### src/rtl/cla_pkg.sv
package cla_pkg;

    // Bits per lookahead slice; the flat carry equations below are written
    // for exactly four bits so that no AND or OR term exceeds five inputs.
    localparam int unsigned GRP_W = 4;

    typedef struct packed {
        logic gen;   // both operand bits set
        logic prop;  // at least one operand bit set
    } pg_t;

    function automatic pg_t pg_of(input logic a_bit, input logic b_bit);
        pg_t r;
        r.gen  = a_bit & b_bit;
        r.prop = a_bit | b_bit;
        return r;
    endfunction

endpackage

### src/rtl/cla_pg_unit.sv
module cla_pg_unit
    import cla_pkg::*;
(
    input  logic [GRP_W-1:0] a_in,
    input  logic [GRP_W-1:0] b_in,
    output pg_t  [GRP_W-1:0] pg_out
);

    for (genvar i = 0; i < GRP_W; i++) begin : g_bit
        assign pg_out[i] = pg_of(a_in[i], b_in[i]);
    end

endmodule

### src/rtl/cla_carry_unit.sv
module cla_carry_unit
    import cla_pkg::*;
(
    input  pg_t  [GRP_W-1:0] pg_in,
    input  logic             c_in,
    output logic [GRP_W:0]   carries
);

    logic g0, g1, g2, g3;
    logic p0, p1, p2, p3;

    assign g0 = pg_in[0].gen;
    assign g1 = pg_in[1].gen;
    assign g2 = pg_in[2].gen;
    assign g3 = pg_in[3].gen;
    assign p0 = pg_in[0].prop;
    assign p1 = pg_in[1].prop;
    assign p2 = pg_in[2].prop;
    assign p3 = pg_in[3].prop;

    // Flat two-level sum-of-products; widest term has five inputs.
    assign carries[0] = c_in;
    assign carries[1] = g0
                      | (p0 & c_in);
    assign carries[2] = g1
                      | (p1 & g0)
                      | (p1 & p0 & c_in);
    assign carries[3] = g2
                      | (p2 & g1)
                      | (p2 & p1 & g0)
                      | (p2 & p1 & p0 & c_in);
    assign carries[4] = g3
                      | (p3 & g2)
                      | (p3 & p2 & g1)
                      | (p3 & p2 & p1 & g0)
                      | (p3 & p2 & p1 & p0 & c_in);

    for (genvar i = 0; i < GRP_W; i++) begin : g_chk
        always_comb begin
            if (pg_in[i].gen)
                AST_GEN_SETS_CARRY: assert (carries[i+1]);
            if (!pg_in[i].prop)
                AST_ZERO_PAIR_KILLS: assert (!carries[i+1]);
            if (pg_in[i].prop && !pg_in[i].gen)
                AST_SINGLE_ONE_PASSES: assert (carries[i+1] == carries[i]);
        end
    end

endmodule

### src/rtl/cla_sum_unit.sv
module cla_sum_unit
    import cla_pkg::*;
(
    input  logic [GRP_W-1:0] a_in,
    input  logic [GRP_W-1:0] b_in,
    input  logic [GRP_W-1:0] c_vec,
    output logic [GRP_W-1:0] s_out
);

    for (genvar i = 0; i < GRP_W; i++) begin : g_bit
        assign s_out[i] = a_in[i] ^ b_in[i] ^ c_vec[i];
    end

endmodule

### src/rtl/cla_group.sv
module cla_group
    import cla_pkg::*;
(
    input  logic [GRP_W-1:0] a_in,
    input  logic [GRP_W-1:0] b_in,
    input  logic             c_in,
    output logic [GRP_W-1:0] s_out,
    output logic             c_out
);

    pg_t  [GRP_W-1:0] pg;
    logic [GRP_W:0]   carries;

    cla_pg_unit i_pg (
        .a_in   (a_in),
        .b_in   (b_in),
        .pg_out (pg)
    );

    cla_carry_unit i_carry (
        .pg_in   (pg),
        .c_in    (c_in),
        .carries (carries)
    );

    cla_sum_unit i_sum (
        .a_in  (a_in),
        .b_in  (b_in),
        .c_vec (carries[GRP_W-1:0]),
        .s_out (s_out)
    );

    assign c_out = carries[GRP_W];

    always_comb begin
        AST_SLICE_RESULT: assert ({c_out, s_out} ==
            ({1'b0, a_in} + {1'b0, b_in} + {{GRP_W{1'b0}}, c_in}));
    end

endmodule

### src/rtl/cla_hybrid_adder.sv
module cla_hybrid_adder
    import cla_pkg::*;
#(
    parameter int unsigned NUM_GRP = 4,
    localparam int unsigned WIDTH  = NUM_GRP * GRP_W
) (
    input  logic [WIDTH-1:0] op_a,
    input  logic [WIDTH-1:0] op_b,
    input  logic             carry_in,
    output logic [WIDTH-1:0] sum_out,
    output logic             carry_out
);

    logic grp_c [NUM_GRP+1];

    assign grp_c[0] = carry_in;

    for (genvar k = 0; k < NUM_GRP; k++) begin : g_grp
        cla_group i_group (
            .a_in  (op_a[k*GRP_W +: GRP_W]),
            .b_in  (op_b[k*GRP_W +: GRP_W]),
            .c_in  (grp_c[k]),
            .s_out (sum_out[k*GRP_W +: GRP_W]),
            .c_out (grp_c[k+1])
        );
    end

    assign carry_out = grp_c[NUM_GRP];

    always_comb begin
        AST_FULL_SUM: assert ({carry_out, sum_out} ==
            ({1'b0, op_a} + {1'b0, op_b} + {{WIDTH{1'b0}}, carry_in}));
    end

endmodule

### config.mk
export PLATFORM = sky130hd
export DESIGN_NAME = cla_hybrid_adder
export DESIGN_NICKNAME = d
export VERILOG_FILES = /design/src/rtl/cla_pkg.sv /design/src/rtl/cla_pg_unit.sv /design/src/rtl/cla_carry_unit.sv /design/src/rtl/cla_sum_unit.sv /design/src/rtl/cla_group.sv /design/src/rtl/cla_hybrid_adder.sv
export SDC_FILE = /design/constraint.sdc
export NUM_CORES = 1
export LEC_CHECK = 0
export ABC_CLOCK_PERIOD_IN_PS = 4800
export BUFFER_PORTS_ARGS = -buffer_cell sky130_fd_sc_hd__buf_2
export CAP_MARGIN = 20
export CORE_ASPECT_RATIO = 0.75
export CORE_MARGIN = 8
export CORE_UTILIZATION = 40
export DETAILED_ROUTE_END_ITERATION = 7
export GPL_TIMING_DRIVEN = 1
export PLACE_DENSITY_LB_ADDON = 0.25
export SYNTH_ARGS = -nofsm -noshare
export SYNTH_HDL_FRONTEND = slang
export SYNTH_SLANG_ARGS = --single-unit
### constraint.sdc
create_clock -name vclk -period 4.8
set_clock_uncertainty 0.05 [all_clocks]
set_input_delay 0.48 -clock vclk [all_inputs]
set_output_delay 0.48 -clock vclk [all_outputs]
set_load 0.02 [all_outputs]
==> impl_metrics.yaml, run 1 <==
run_status:
  run_status: "finished, final reports clean"
timing:
  tightest_slew_ns: 0.421
  fin_crit_sh_pct: 63.4
  layout_min_cycle_time_ns: 3.04
  fmax_mhz: 329
  maxSlewViolCount: 0
  hold_viol_final: 0
  slew_headroom_pct: 71.7
  rsz0062_at_grt: "no"
  timing.setup.tns_ns: 0
  setup_viol: 0
detailed_routing:
  antenna_left: 0
  vias: 954
  firstDrtPassIters: 4
  vias_per_cell: 4.46
  wirelength_um: 2280
  drt-wirelength-per-cell_um: 10.6
  drt_iter0_drc: 7
  drc: 0
power_and_ir_drop:
  p_int_mw: 0.0697
  combinationalPowerShare_pct: 100.0
  power.switching_mw: 0.103
  p_leak_nw: 0.825
  powerDensity_nw_per_um2: 133
  total_power_mw: 0.173
  swShare_pct: 59.7
  ir_drop_mv: 0.0833
  power.share.clock_pct: 0
  power.share.sequential_pct: 0
floorplanning:
  fp.dieW_um: 73.8
  coreArea_um2: 2350
  die_area_um2: 4380
  initial_utilization_pct: 42.7
  die_h_um: 59.4
  ioPinCount: 50
  rows: 15
placement:
  portBuffers: 50
  placedCellCount: 214
  place.gp.congestion: 0.758
  dpl_cell_area_um2: 1290
  hpwl_um: 2140
run:
  maxCapViolCount: 0
setup_path:
  slowest_stage: "fa_1"
  cpPeakStageDelay_ns: 0.39
  endpoint_kind: "output port"
  critPathBufInv: 3
  crit_chain: "buf_2 -> inv_1 -> ha_1 -> nor2b_4 -> o21a_1 -> o311a_1 -> a211oi_2 -> nand2_1 -> fa_1 -> xor2_1 -> buf_2"
  critPathMaxFanout: 3
  start_kind: "primary input"
  worstPathArrival_ns: 2.51
  path_class: "in2out"
  crit_family: "compound AO/OA/AOI/OAI gates"
  cp_data_required_time_ns: 4.27
  crit_top_cell: "buf_2"
final_layout:
  layout_common_cells: "buf_2 (50), inv_1 (45), ha_1 (32)"
  final_common_cell: "buf_2"
  fin_cells: 214
  syn_to_final_growth_pct: 29.2
  drive_gt1_share_pct: 31.1
  fill_cells: 220
  utilization_pct: 55.2
  diodes: 0
  nFlopsAndLatches: 0
  seqCellArea_um2: 0
  num-clock-buffers: 0
  final_area_um2: 1290
  fin_nets: 251
  multi_input_area_um2: 833
synthesis:
  syn_inst: 130
  synth_area_um2: 1000
  yosysWarnings: 0
  yosys.area.top_type_share_pct: 40.0
  yosysSeqAreaShare_pct: 0
  syn_avg_cell_area_um2: 7.71
  synthesis.nets: 199
  synth_area_leader_cell: "ha_1"
  synthTopCellsByArea: "ha_1 (40%), inv_1 (17%), fa_1 (8.0%), xor2_1 (6.1%), xnor2_1 (4.4%)"
  synth_cell_types: 26
min_path:
  hp-class: "in2out"
global_route:
  grt_pass1_vias: 984
  grt_pass1_wl_um: 3910
  grt_overflow: 0
  grt_usage_pct: 10.4
  grt_antenna_before_repair: 0
  grt_max_degree: 5
clocking:
  cts-resized-gates: 0
  postCtsSetupBuffers: 0
  cts_hold_buffers: 0
-- path summary, 6_finish.rpt --
path / from / endpoint / cells past startpoint
hold / removal: op_b[12] / sum_out[12] / 3
setup / recovery: op_a[0] / sum_out[13] / 11
-- per-stage QoR --
stage	setup WS (ns)	hold slack [ns]
4_1_cts	1.75	1.35
3_5_place_dp	1.75	1.35
2_1_floorplan	1.94	1.17
5_1_grt	1.65	1.37
3_3_place_gp	1.80	1.34
6_report	1.76	1.34
-- layout make-up --
type	instances	share of cell area [%]
Inverter	45	13.0
Multi-Input combinational cell	85	64.3
Tap cell	34	3.29
Timing Repair Buffer	50	19.3
-- synthesized netlist by cell type --
library cell	n
nor2_1	5
o31ai_1	2
o21bai_1	2
inv_1	45
a211oi_2	1
nor2b_4	1
a31oi_1	2
a21oi_2	1
o21a_1	1
or2_2	1
nor4_2	2
xnor2_1	5
nand2_1	1
a21boi_1	1
xor2_1	7
nor3_1	1
fa_1	4
o211ai_1	1
o311a_1	1
or3_1	2
nor2b_1	1
ha_1	32
a21o_1	1
a21oi_1	7
o21ai_0	1
nand2b_1	2
-- routing by layer --
metal / GRT usage (%) / vias up / wire length (um)
met5: 0 / - / 0
met1: 12.5 / 427 / 998
met4: 0 / 0 / 0
li1: - / 495 / -
met3: 2.70 / 0 / 239
met2: 19.0 / 32 / 1040
-- power by group through the flow --
stage	clock network [mW]	registers [mW]	logic (mW)
after CTS	0	0	0.176
after floorplan	0	0	0.116
after detailed placement	0	0	0.175
after global routing	0	0	0.193
after global placement	0	0	0.171
final	0	0	0.173
-- cell families after synthesis --
kind of cell	synth area share, %
AOI/OAI and AO/OA	14.4
xor gates and xnor gates	10.5
adders and majority gates	47.9
buffers and inverters	16.9
and+or+nand+nor	10.4
Note: power is estimated with default switching activity, not from simulation.
==> run 2, diff against run 1 <==
Settings changed: ABC_CLOCK_PERIOD_IN_PS 4800 to 2520.
Clock period 4.8 ns to 2.52 ns, I/O delays scaled along.
==> impl_metrics.yaml, run 2 (same netlist as run 1, synthesis figures left out) <==
floorplanning:
  rows: 15
  die_h_um: 59.4
  initial_utilization_pct: 42.7
  die_area_um2: 4380
  fp.dieW_um: 73.8
  ioPinCount: 50
  coreArea_um2: 2350
detailed_routing:
  vias_per_cell: 4.32
  drt-wirelength-per-cell_um: 10.8
  wirelength_um: 2350
  firstDrtPassIters: 3
  vias: 942
  antenna_left: 0
  drt_iter0_drc: 14
  drc: 0
power_and_ir_drop:
  p_leak_nw: 0.848
  p_int_mw: 0.150
  ir_drop_mv: 0.147
  powerDensity_nw_per_um2: 256
  swShare_pct: 57.4
  combinationalPowerShare_pct: 100.0
  power.switching_mw: 0.202
  power.share.clock_pct: 0
  power.share.sequential_pct: 0
final_layout:
  multi_input_area_um2: 861
  diodes: 0
  drive_gt1_share_pct: 35.9
  fin_nets: 255
  fin_cells: 218
  final_area_um2: 1380
  num-clock-buffers: 0
  final_common_cell: "buf_2"
  syn_to_final_growth_pct: 37.6
  layout_common_cells: "buf_2 (46), inv_1 (42), ha_1 (30)"
  seqCellArea_um2: 0
  fill_cells: 226
  nFlopsAndLatches: 0
placement:
  portBuffers: 50
  placedCellCount: 216
  dpl_cell_area_um2: 1310
  place.gp.congestion: 0.741
  hpwl_um: 2190
timing:
  maxSlewViolCount: 0
  timing.setup.tns_ns: 0
  fin_crit_sh_pct: 97.2
  tightest_slew_ns: 0.403
  hold_viol_final: 0
  slew_headroom_pct: 72.9
  fmax_mhz: 408
  setup_viol: 0
  layout_min_cycle_time_ns: 2.45
global_route:
  grt_max_degree: 5
  grt_pass1_vias: 983
  grt_overflow: 0
  grt_antenna_before_repair: 0
  grt_pass1_wl_um: 3700
  grt_usage_pct: 9.85
setup_path:
  slowest_stage: "fa_2"
  cpPeakStageDelay_ns: 0.56
  worstPathArrival_ns: 2.15
  endpoint_kind: "output port"
  path_class: "in2out"
  critPathBufInv: 3
  cp_data_required_time_ns: 2.22
  critPathMaxFanout: 2
  start_kind: "primary input"
  crit_family: "compound AO/OA/AOI/OAI gates"
  crit_top_cell: "buf_6"
  crit_chain: "buf_6 -> inv_4 -> ha_4 -> nor2b_4 -> o21a_1 -> o311a_1 -> a211oi_2 -> nand2_1 -> fa_2 -> buf_6"
min_path:
  hp-class: "in2out"
  hp-start: "op_b[12]"
  whs_endpoint: "sum_out[12]"
  holdPathStages: 3
run:
  maxCapViolCount: 0
run_status:
  run_status: "finished, final reports clean"
## run 2: cell count changes in the layout (fill, tap and decap cells not counted), sizes merged
cell / before / now
buf: 50 / 54
## run 2: worst max-delay path by stage
stage	end	startpoint	depth (start not counted)
2_1_floorplan	sum_out[13]	op_a[0]	9
3_3_place_gp	sum_out[13]	op_a[0]	11
3_5_place_dp	sum_out[13]	op_a[0]	11
4_1_cts	sum_out[13]	op_a[0]	11
5_1_grt	sum_out[13]	op_b[0]	11
6_report	sum_out[12]	op_b[0]	10
## run 2: final cells by class
| class | instances | share of cell area [%] |
|---|---|---|
| timing repair buffer | 54 | 21.9 |
| multi-input combinational | 85 | 62.4 |
| inverter | 45 | 12.6 |
| tap | 34 | 3.09 |
## run 2: layer usage
metal	global-route usage [%]	wire [um]	up-vias
li1	-	-	503
met2	18.4	1110	32
met1	11.3	978	407
met3	2.87	262	0
met4	0	0	0
met5	0	0	-
## run 2: power by group through the flow
stage / clock network (mW) / logic [mW] / registers (mW)
floorplan: 0 / 0.221 / 0
global placement: 0 / 0.329 / 0
detailed placement: 0 / 0.337 / 0
CTS: 0 / 0.343 / 0
global route: 0 / 0.394 / 0
finish: 0 / 0.352 / 0
## run 2: through the flow
stage                     power [mW]  hold WS (ns)  util (%)  setup WS (ns)
after CTS                      0.343         0.918      56.2         0.0374
after global routing           0.394         0.931      58.8        -0.0261
final                          0.352         0.905      58.8         0.0711
after detailed placement       0.337         0.909      55.8        -0.0528
after global placement         0.329         0.886      55.8         0.0183
after floorplan                0.221         0.710         -          0.115
## run 2: timing repair
item,4_1_cts,5_1_grt
gates resized for setup,0,15
hold buffers,0,0
buffers inserted,1,1
setup endpoints to repair,1,2
pin swaps,1,8
